==> config.mk <==
export PLATFORM = sky130hd
export DESIGN_NAME = irq_link_router
export DESIGN_NICKNAME = d
export VERILOG_FILES = /design/src/rtl/pirq_pkg.sv /design/src/rtl/pirq_cfg_regs.sv /design/src/rtl/pirq_route_dp.sv /design/src/rtl/irq_link_router.sv
export SDC_FILE = /design/constraint.sdc
export NUM_CORES = 1
export LEC_CHECK = 0
export ABC_AREA = 1
export BUFFER_PORTS_ARGS = -buffer_cell sky130_fd_sc_hd__buf_4
export CORE_MARGIN = 4
export CORE_UTILIZATION = 44
export CTS_CLUSTER_DIAMETER = 200
export DETAILED_ROUTE_END_ITERATION = 10
export HOLD_SLACK_MARGIN = 0.08
export PLACE_DENSITY = 0.85
export SYNTH_ARGS = -nofsm -noshare
export SYNTH_HDL_FRONTEND = slang
export SYNTH_SLANG_ARGS = --single-unit
==> constraint.sdc <==
create_clock -name clk -period 1.7 [get_ports clk]
set_input_delay 0.255 -clock clk [delete_from_list [all_inputs] [get_ports clk]]
set_output_delay 0.255 -clock clk [all_outputs]
set_load 0.03 [all_outputs]
==> src/rtl/pirq_pkg.sv <==
package pirq_pkg;
  localparam int NUM_LINKS  = 4;
  localparam int CODE_W     = 4;
  localparam int NUM_IRQ    = 1 << CODE_W;
  localparam int ROUTE_W    = NUM_LINKS * CODE_W;
  localparam logic [NUM_IRQ-1:0] LEGAL_MASK = 16'hDEFA;

  // Configuration handed from the register block to the datapath
  typedef struct packed {
    logic [NUM_LINKS-1:0] edgeMode;
    logic [ROUTE_W-1:0]   routeSel;
  } linkCfg_t;
endpackage

==> src/rtl/pirq_cfg_regs.sv <==
module pirq_cfg_regs
  import pirq_pkg::*;
(
  input  logic        clk,
  input  logic        rst_n,
  input  logic        cfgWrEn,
  input  logic [3:0]  cfgByteEn,
  input  logic [31:0] cfgWrData,
  output logic [31:0] cfgRdData,
  output linkCfg_t    linkCfg
);
  localparam int PAD_W = 16 - NUM_LINKS;

  logic [NUM_LINKS-1:0] modeQ;
  logic [ROUTE_W-1:0]   routeQ;

  always_ff @(posedge clk or negedge rst_n) begin
    if (!rst_n) begin
      modeQ <= '0;
    end else if (cfgWrEn && cfgByteEn[0]) begin
      modeQ <= cfgWrData[NUM_LINKS-1:0];
    end
  end

  for (genvar b = 0; b < 2; b++) begin : g_routeLane
    always_ff @(posedge clk or negedge rst_n) begin
      if (!rst_n) begin
        routeQ[b*8 +: 8] <= '0;
      end else if (cfgWrEn && cfgByteEn[2+b]) begin
        routeQ[b*8 +: 8] <= cfgWrData[16 + b*8 +: 8];
      end
    end
  end

  assign cfgRdData        = {routeQ, {PAD_W{1'b0}}, modeQ};
  assign linkCfg.edgeMode = modeQ;
  assign linkCfg.routeSel = routeQ;
endmodule

==> src/rtl/pirq_route_dp.sv <==
module pirq_route_dp
  import pirq_pkg::*;
#(
  parameter int SYNC_STAGES = 2
) (
  input  logic                 clk,
  input  logic                 rst_n,
  input  linkCfg_t             linkCfg,
  input  logic [NUM_LINKS-1:0] linkPin,
  output logic [NUM_IRQ-1:0]   irqOut
);
  logic [NUM_LINKS-1:0] linkActive;

  for (genvar l = 0; l < NUM_LINKS; l++) begin : g_link
    logic [SYNC_STAGES-1:0] syncQ;
    logic                   prevQ;
    logic                   pinSync;

    // Reset to the idle-high level so no false event appears after reset
    always_ff @(posedge clk or negedge rst_n) begin
      if (!rst_n) begin
        syncQ <= '1;
        prevQ <= 1'b1;
      end else begin
        syncQ <= {syncQ[SYNC_STAGES-2:0], linkPin[l]};
        prevQ <= syncQ[SYNC_STAGES-1];
      end
    end

    assign pinSync       = syncQ[SYNC_STAGES-1];
    assign linkActive[l] = linkCfg.edgeMode[l] ? (pinSync & ~prevQ) : ~pinSync;
  end

  always_comb begin
    irqOut = '0;
    for (int l = 0; l < NUM_LINKS; l++) begin
      logic [CODE_W-1:0] code;
      code = linkCfg.routeSel[l*CODE_W +: CODE_W];
      if (linkActive[l] && LEGAL_MASK[code]) begin
        irqOut[code] = 1'b1;
      end
    end
  end
endmodule

==> src/rtl/irq_link_router.sv <==
module irq_link_router
  import pirq_pkg::*;
(
  input  logic        clk,
  input  logic        rst_n,
  input  logic        cfgWrEn,
  input  logic [3:0]  cfgByteEn,
  input  logic [31:0] cfgWrData,
  output logic [31:0] cfgRdData,
  input  logic [3:0]  linkPin,
  output logic [15:0] irqOut
);
  linkCfg_t linkCfg;

  pirq_cfg_regs u_regs (
    .clk       (clk),
    .rst_n     (rst_n),
    .cfgWrEn   (cfgWrEn),
    .cfgByteEn (cfgByteEn),
    .cfgWrData (cfgWrData),
    .cfgRdData (cfgRdData),
    .linkCfg   (linkCfg)
  );

  pirq_route_dp #(.SYNC_STAGES(2)) u_dp (
    .clk     (clk),
    .rst_n   (rst_n),
    .linkCfg (linkCfg),
    .linkPin (linkPin),
    .irqOut  (irqOut)
  );
endmodule

# Yosys cells after proc, flatten, opt, wreduce, memory -nomap -nowiden
# Memories as Yosys holds them, arrays and structs flattened.
# Cells that the tools add are included.
totals:
  ff_bits: 32
  rom_bits: 64
  input_bits: 43
  out_inout_bits: 48
  elab_cells: 69
  memories: 4
classes:
  n_lt_le_gt_ge: 8
  n_mux: 20
  n_bitwise: 15
  n_reduce_logical: 11
memory_table:
  columns: ["name", "words", "width", "rd", "rd_clocked_by_memory_dff", "wr", "line", "source"]
  rows:
  - ["(name not given)", 16, 1, 1, 0, 0, "pirq_route_dp.sv:39", "if (linkActive[l] && LEGAL_MASK[code]) begin"]
  - ["(name not given)", 16, 1, 1, 0, 0, "pirq_route_dp.sv:39", null]
  - ["(name not given)", 16, 1, 1, 0, 0, "pirq_route_dp.sv:39", null]
  - ["(name not given)", 16, 1, 1, 0, 0, "pirq_route_dp.sv:39", null]
ops:
  columns: ["op", "count"]
  rows:
  - ["two-way mux 16 bit", 4]
  - ["OR 16 bit", 3]
  - ["less-than comparator 4 x 5 -> 1 bit (second input constant)", 4]
  - ["demux 1 bit (select 4 bit)", 4]
  - [">= comparator 4 x 1 -> 1 bit (second input constant)", 4]
  - ["two-way mux 1 bit", 12]
  - ["logical AND 1 bit", 11]
  - ["inverter 1 bit", 8]
  - ["AND 1 bit", 4]

# Logic depth before layout (Yosys ltp)
logic_depth:
  depth_word: 11
  depth_mapped: 11
  depth_no_buf: 10

# By module
# A second synthesis with hierarchy kept.
unflattened:
  hier_cells: 373
  hier_area_um2: 2456.1
by_module_without_submodules:
  columns: ["module", "n_inst", "cells_per_inst", "area_per_inst_um2", "seq_area_each_um2"]
  rows:
  - ["pirq_route_dp", 1, 253, 1412.6, 315.3]
  - ["pirq_cfg_regs", 1, 120, 1043.5, 500.5]

# Worst setup path after synthesis
# No wires, ideal clock.
synth_path:
  kind: "register -> output"
  start: "reg u_regs.routeQ[0], in the netlist u_regs.cfgRdData[16]"
  end: "out irqOut[0]"
  arrival_ns: 1.838
  t_required_ns: 1.445
  path_slack_ns: -0.393
  path_stages_with_launch: 10
  n_path_buf: 1
  cell_sequence: "dfrtp_1 > inv_1 > ha_1 > nor2_1 > a21oi_2 > buf_6 > nand3_1 > nand2_1 > inv_1 > nand3_1"
synth_between:
  elab_chain_cells: 11
  word_cells_on_any_way: 15
  classes_between: "order compare: 2; mux: 7; bitwise: 3; reduce/logical: 2; memory: 1"
synth_rtl:
  columns: ["element", "line", "source"]
  rows:
  - ["start, declared", "pirq_cfg_regs.sv:15", "logic [ROUTE_W-1:0] routeQ;"]
  - ["start signal, assigned by index", "pirq_cfg_regs.sv:30", "routeQ[b*8 +: 8] <= cfgWrData[16 + b*8 +: 8];"]
  - ["less-than comparator 4 x 5 -> 1 bit (implied by the code) or >= comparator 4 x 1 -> 1 bit (tied branches)", "pirq_route_dp.sv:40", "irqOut[code] = 1'b1;"]
  - ["logical AND 1 bit (implied by the code)", "pirq_route_dp.sv:40", null]
  - ["two-way mux 1 bit (implied by the code)", "pirq_route_dp.sv:40", null]
  - ["demux 1 bit (select 4 bit)", null, null]
  - ["two-way mux 16 bit (*)", "pirq_route_dp.sv:39", null]
  - ["OR 16 bit (no source line)", null, null]
  - ["two-way mux 16 bit (*)", "pirq_route_dp.sv:39", null]
  - ["OR 16 bit (no source line)", null, null]
  - ["two-way mux 16 bit (*)", "pirq_route_dp.sv:39", null]
  - ["OR 16 bit (no source line)", null, null]
  - ["two-way mux 16 bit (*)", "pirq_route_dp.sv:39", null]
  - ["end, declared", "irq_link_router.sv:11", "output logic [15:0] irqOut"]
# Every way passes the cells marked *; elsewhere a longest branch is shown, timed or not. The select of a mux whose other input is x is not followed.

# Worst setup path after layout
layout_path:
  start: "reg u_regs.routeQ[14], in the netlist u_regs.cfgRdData[30]"
  end: "out irqOut[14]"
layout_between:
  elab_chain_cells: 6
  word_cells_on_any_way: 10
  classes_between: "order compare: 2; mux: 4; bitwise: 1; reduce/logical: 2; memory: 1"
layout_rtl:
  columns: ["element", "line"]
  rows:
  - ["less-than comparator 4 x 5 -> 1 bit (implied by the code) or >= comparator 4 x 1 -> 1 bit (tied branches)", "pirq_route_dp.sv:40"]
  - ["logical AND 1 bit (implied by the code)", "pirq_route_dp.sv:40"]
  - ["two-way mux 1 bit (implied by the code)", "pirq_route_dp.sv:40"]
  - ["demux 1 bit (select 4 bit)", null]
  - ["OR 16 bit (no source line)", null]
  - ["two-way mux 16 bit (*)", "pirq_route_dp.sv:39"]
# Marks and branches as above.

==> results.sh <==
export IMPL_synthesis_area_um2=2310
export IMPL_root_buffer="clkbuf_8"
export IMPL_status="finished, violations left"
export IMPL_rows=26
export IMPL_synth_distinct_cells=21
export IMPL_ys_ff_latch=32
export IMPL_finalSetupViolCount=16
export IMPL_area_growth_pct=65.9
export IMPL_dp_slack_ns=-0.162
export IMPL_worstSetupPathType="flip-flop to output port"
export IMPL_ys_seq_area_frac=0.353
export IMPL_cts_tree="done"
export IMPL_detail_route_wl_per_cell_um=14.8
export IMPL_htree_levels=2
export IMPL_crit_path_max_fanout=6
export IMPL_rsz0062_at_grt="yes"
export IMPL_hold_viol=0
export IMPL_reg2reg_depth=4
export IMPL_ir_worst_vdd_mv=0.774
export IMPL_finalMaxSlewViolations=0
export IMPL_die_area_um2=6470
export IMPL_drcViolationCount=0
export IMPL_grt_overflow_total=0
export IMPL_leakage_nw=1.89
export IMPL_initialDrtViolationCount=189
export IMPL_drtAntennaViolNets=0
export IMPL_cts_buffer_depth=2
export IMPL_min_period_over_period=1.25
export IMPL_crit_slowest_cell="dfrtp_2"
export IMPL_avgSynthCellArea_um2=6.33
export IMPL_ys_warn_count=0
export IMPL_fin_setup_tns_ns=-6.29
export IMPL_clock_skew_final_ns=0.00428
export IMPL_grt_max_degree=33
export IMPL_cts_made_buffers=5
export IMPL_vias=2745
export IMPL_core_um2=5110
export IMPL_dp_hpwl_um=5340
export IMPL_hp_class="input pin to flip-flop"
export IMPL_diodes=0
export IMPL_grt_usage=0.240
export IMPL_holdPathEnd="u_regs.cfgRdData[18]"
export IMPL_r2r_start="u_regs.cfgRdData[30]"
export IMPL_io_pins=91
export IMPL_antenna_found_initial=0
export IMPL_min_from="cfgWrData[18]"
export IMPL_power_density_nw_per_um2=822
export IMPL_synth_cells=365
export IMPL_failed_checks="setup timing"
export IMPL_drv_cap=0
export IMPL_r2r_end="u_regs.cfgRdData[30]"
export IMPL_grt_pass1_vias=2585
export IMPL_setup_ws_ns=-0.419
export IMPL_cp_end_kind="output port"
export IMPL_finalPower_mw=3.15
export IMPL_wirelength_um=8020
export IMPL_required_ns=1.44
export IMPL_holdPathStages=3
export IMPL_fin_crit_ns=2.12
export IMPL_drt_pre_antenna_iters=7
export IMPL_max_stage_delay_ns=0.39
export IMPL_drive_gt1_frac=0.501
export IMPL_cts_sinks=32
export IMPL_utilization=0.750
export IMPL_fp_dieW_um=80.5
export IMPL_viasPerCell=5.07
export IMPL_numPortBuffers=65
export IMPL_r2r_slack_ns=0.79
export IMPL_gp_congestion=0.911
export IMPL_timing_slew_headroom=0.621
export IMPL_critical_path_cell_chain="inv_2, ha_4, nor2_2, nand2_1, nand2_2, nor2_4, buf_12, nand3_1, nand2_1, inv_2, nand2_4, buf_6"
export IMPL_die_y_um=80.5
export IMPL_cp_start_kind="flip-flop"
export IMPL_timing_worst_slew_pin_value_ns=0.567
export IMPL_nets=517
export IMPL_cp_data_arrival_time_ns=1.86
export IMPL_insertion_delay_ns=0.29
export IMPL_grt_first_pass_wirelength_um=12000
export IMPL_clkTransAtPathRegs_ns=0.07
export IMPL_fmax_mhz=472
export IMPL_start_util=0.452
cells in the mapped netlist (all sizes together):
cell    number  area share
inv         67        0.11
dfrtp       20        0.22
nand3       50        0.11
dfstp       12        0.14
clkbuf       2      0.0033
nor3         3      0.0065
ha           4       0.022
conb         1      0.0016
buf         16       0.055
nor2        65        0.11
a21oi       23       0.053
o21ai        8       0.019
nand4        2      0.0054
nand2       92        0.15
per-layer routing:
layer / part of all wire / vias to the layer above / GRT usage
li1: - / 1312 / -
met1: 0.38 / 1293 / 0.291
met2: 0.53 / 113 / 0.419
met3: 0.062 / 27 / 0.0359
met4: 0.028 / 0 / 0.103
met5: 0 / - / 0
timing repair:
| item | 4_1_cts | 5_1_grt |
|---|---|---|
| pin swaps | 27 | 20 |
| resized for setup | 55 | 39 |
| hold buffers | 5 | 0 |
| gates cloned | 1 | 2 |
| hold endpoints to repair | 24 | 0 |
| setup endpoints to repair | 16 | 16 |
| buffers inserted | 2 | 2 |
cell type report:
class	count	area (um2)
clock inverter	3	18.8
multi-input combinational	260	1660
timing repair buffer	104	921
inverter	67	251
clock buffer	5	68.8
tap	70	87.6
sequential	32	826
fill	379	1280
layout by cell type (no fill, tap or decap), drive strengths merged, types with 6 or more instances in the layout:
cell type,n
clkbuf,6
nand2,92
nand3,50
dfstp,12
o21ai,8
nor2,66
a21oi,23
dfrtp,20
buf,98
inv,67
conb,12
cells by family after synthesis:
family                   after synthesis  share of synthesized area
AND/OR/NAND/NOR                      212                      0.384
buffers and inverters                 85                      0.167
flip-flops                            32                      0.353
AO/OA/AOI/OAI                         31                     0.0720
adder cells (fa/ha/maj)                4                     0.0217
other                                  1                    0.00162
metrics by stage:
step | cell area [um2] | hold slack, ns | instances
after CTS | 3650 | 0.206 | 538
after global routing | 3830 | 0.217 | 541
after floorplan | 2560 | -0.0406 | 376
after global placement | 3250 | 0.201 | 522
final | 3830 | 0.210 | 541
after detailed placement | 3250 | 0.208 | 522
power breakdown:
part | internal [mW] | switching, mW
clock | 0.285 | 0.293
sequential | 0.851 | 0.0800
combinational | 0.636 | 1.00
total | 1.77 | 1.38
flip-flops by register name, summed over array words and instances, names as in the netlist:
| signal | count |
|---|---|
| u_regs.cfgRdData | 16 |
| u_dp.g_link.syncQ | 8 |
| u_regs.modeQ | 4 |
| u_dp.g_link.prevQ | 4 |
worst max-delay path, delay by kind of cell (launching register included):
kind,cells,cell delay [ns]
adder cells (fa/ha/maj),1,0.26
buffers and inverters,4,0.36
AND/OR/NAND/NOR,7,0.55
flip-flops,1,0.39
how the worst max path moves through the flow:
stage | to | slack [ns] | startpoint | cells after the start
6_report | irqOut[14] | -0.42 | u_regs.cfgRdData[30] | 12
5_1_grt | irqOut[4] | -0.50 | u_regs.cfgRdData[20] | 11
4_1_cts | irqOut[2] | -0.39 | u_regs.cfgRdData[28] | 11
2_1_floorplan | irqOut[11] | -0.09 | u_regs.cfgRdData[16] | 9
3_3_place_gp | irqOut[4] | -0.16 | u_regs.cfgRdData[26] | 11
3_5_place_dp | irqOut[9] | -0.16 | u_regs.cfgRdData[24] | 11
Power figures use the tool's default switching activity.
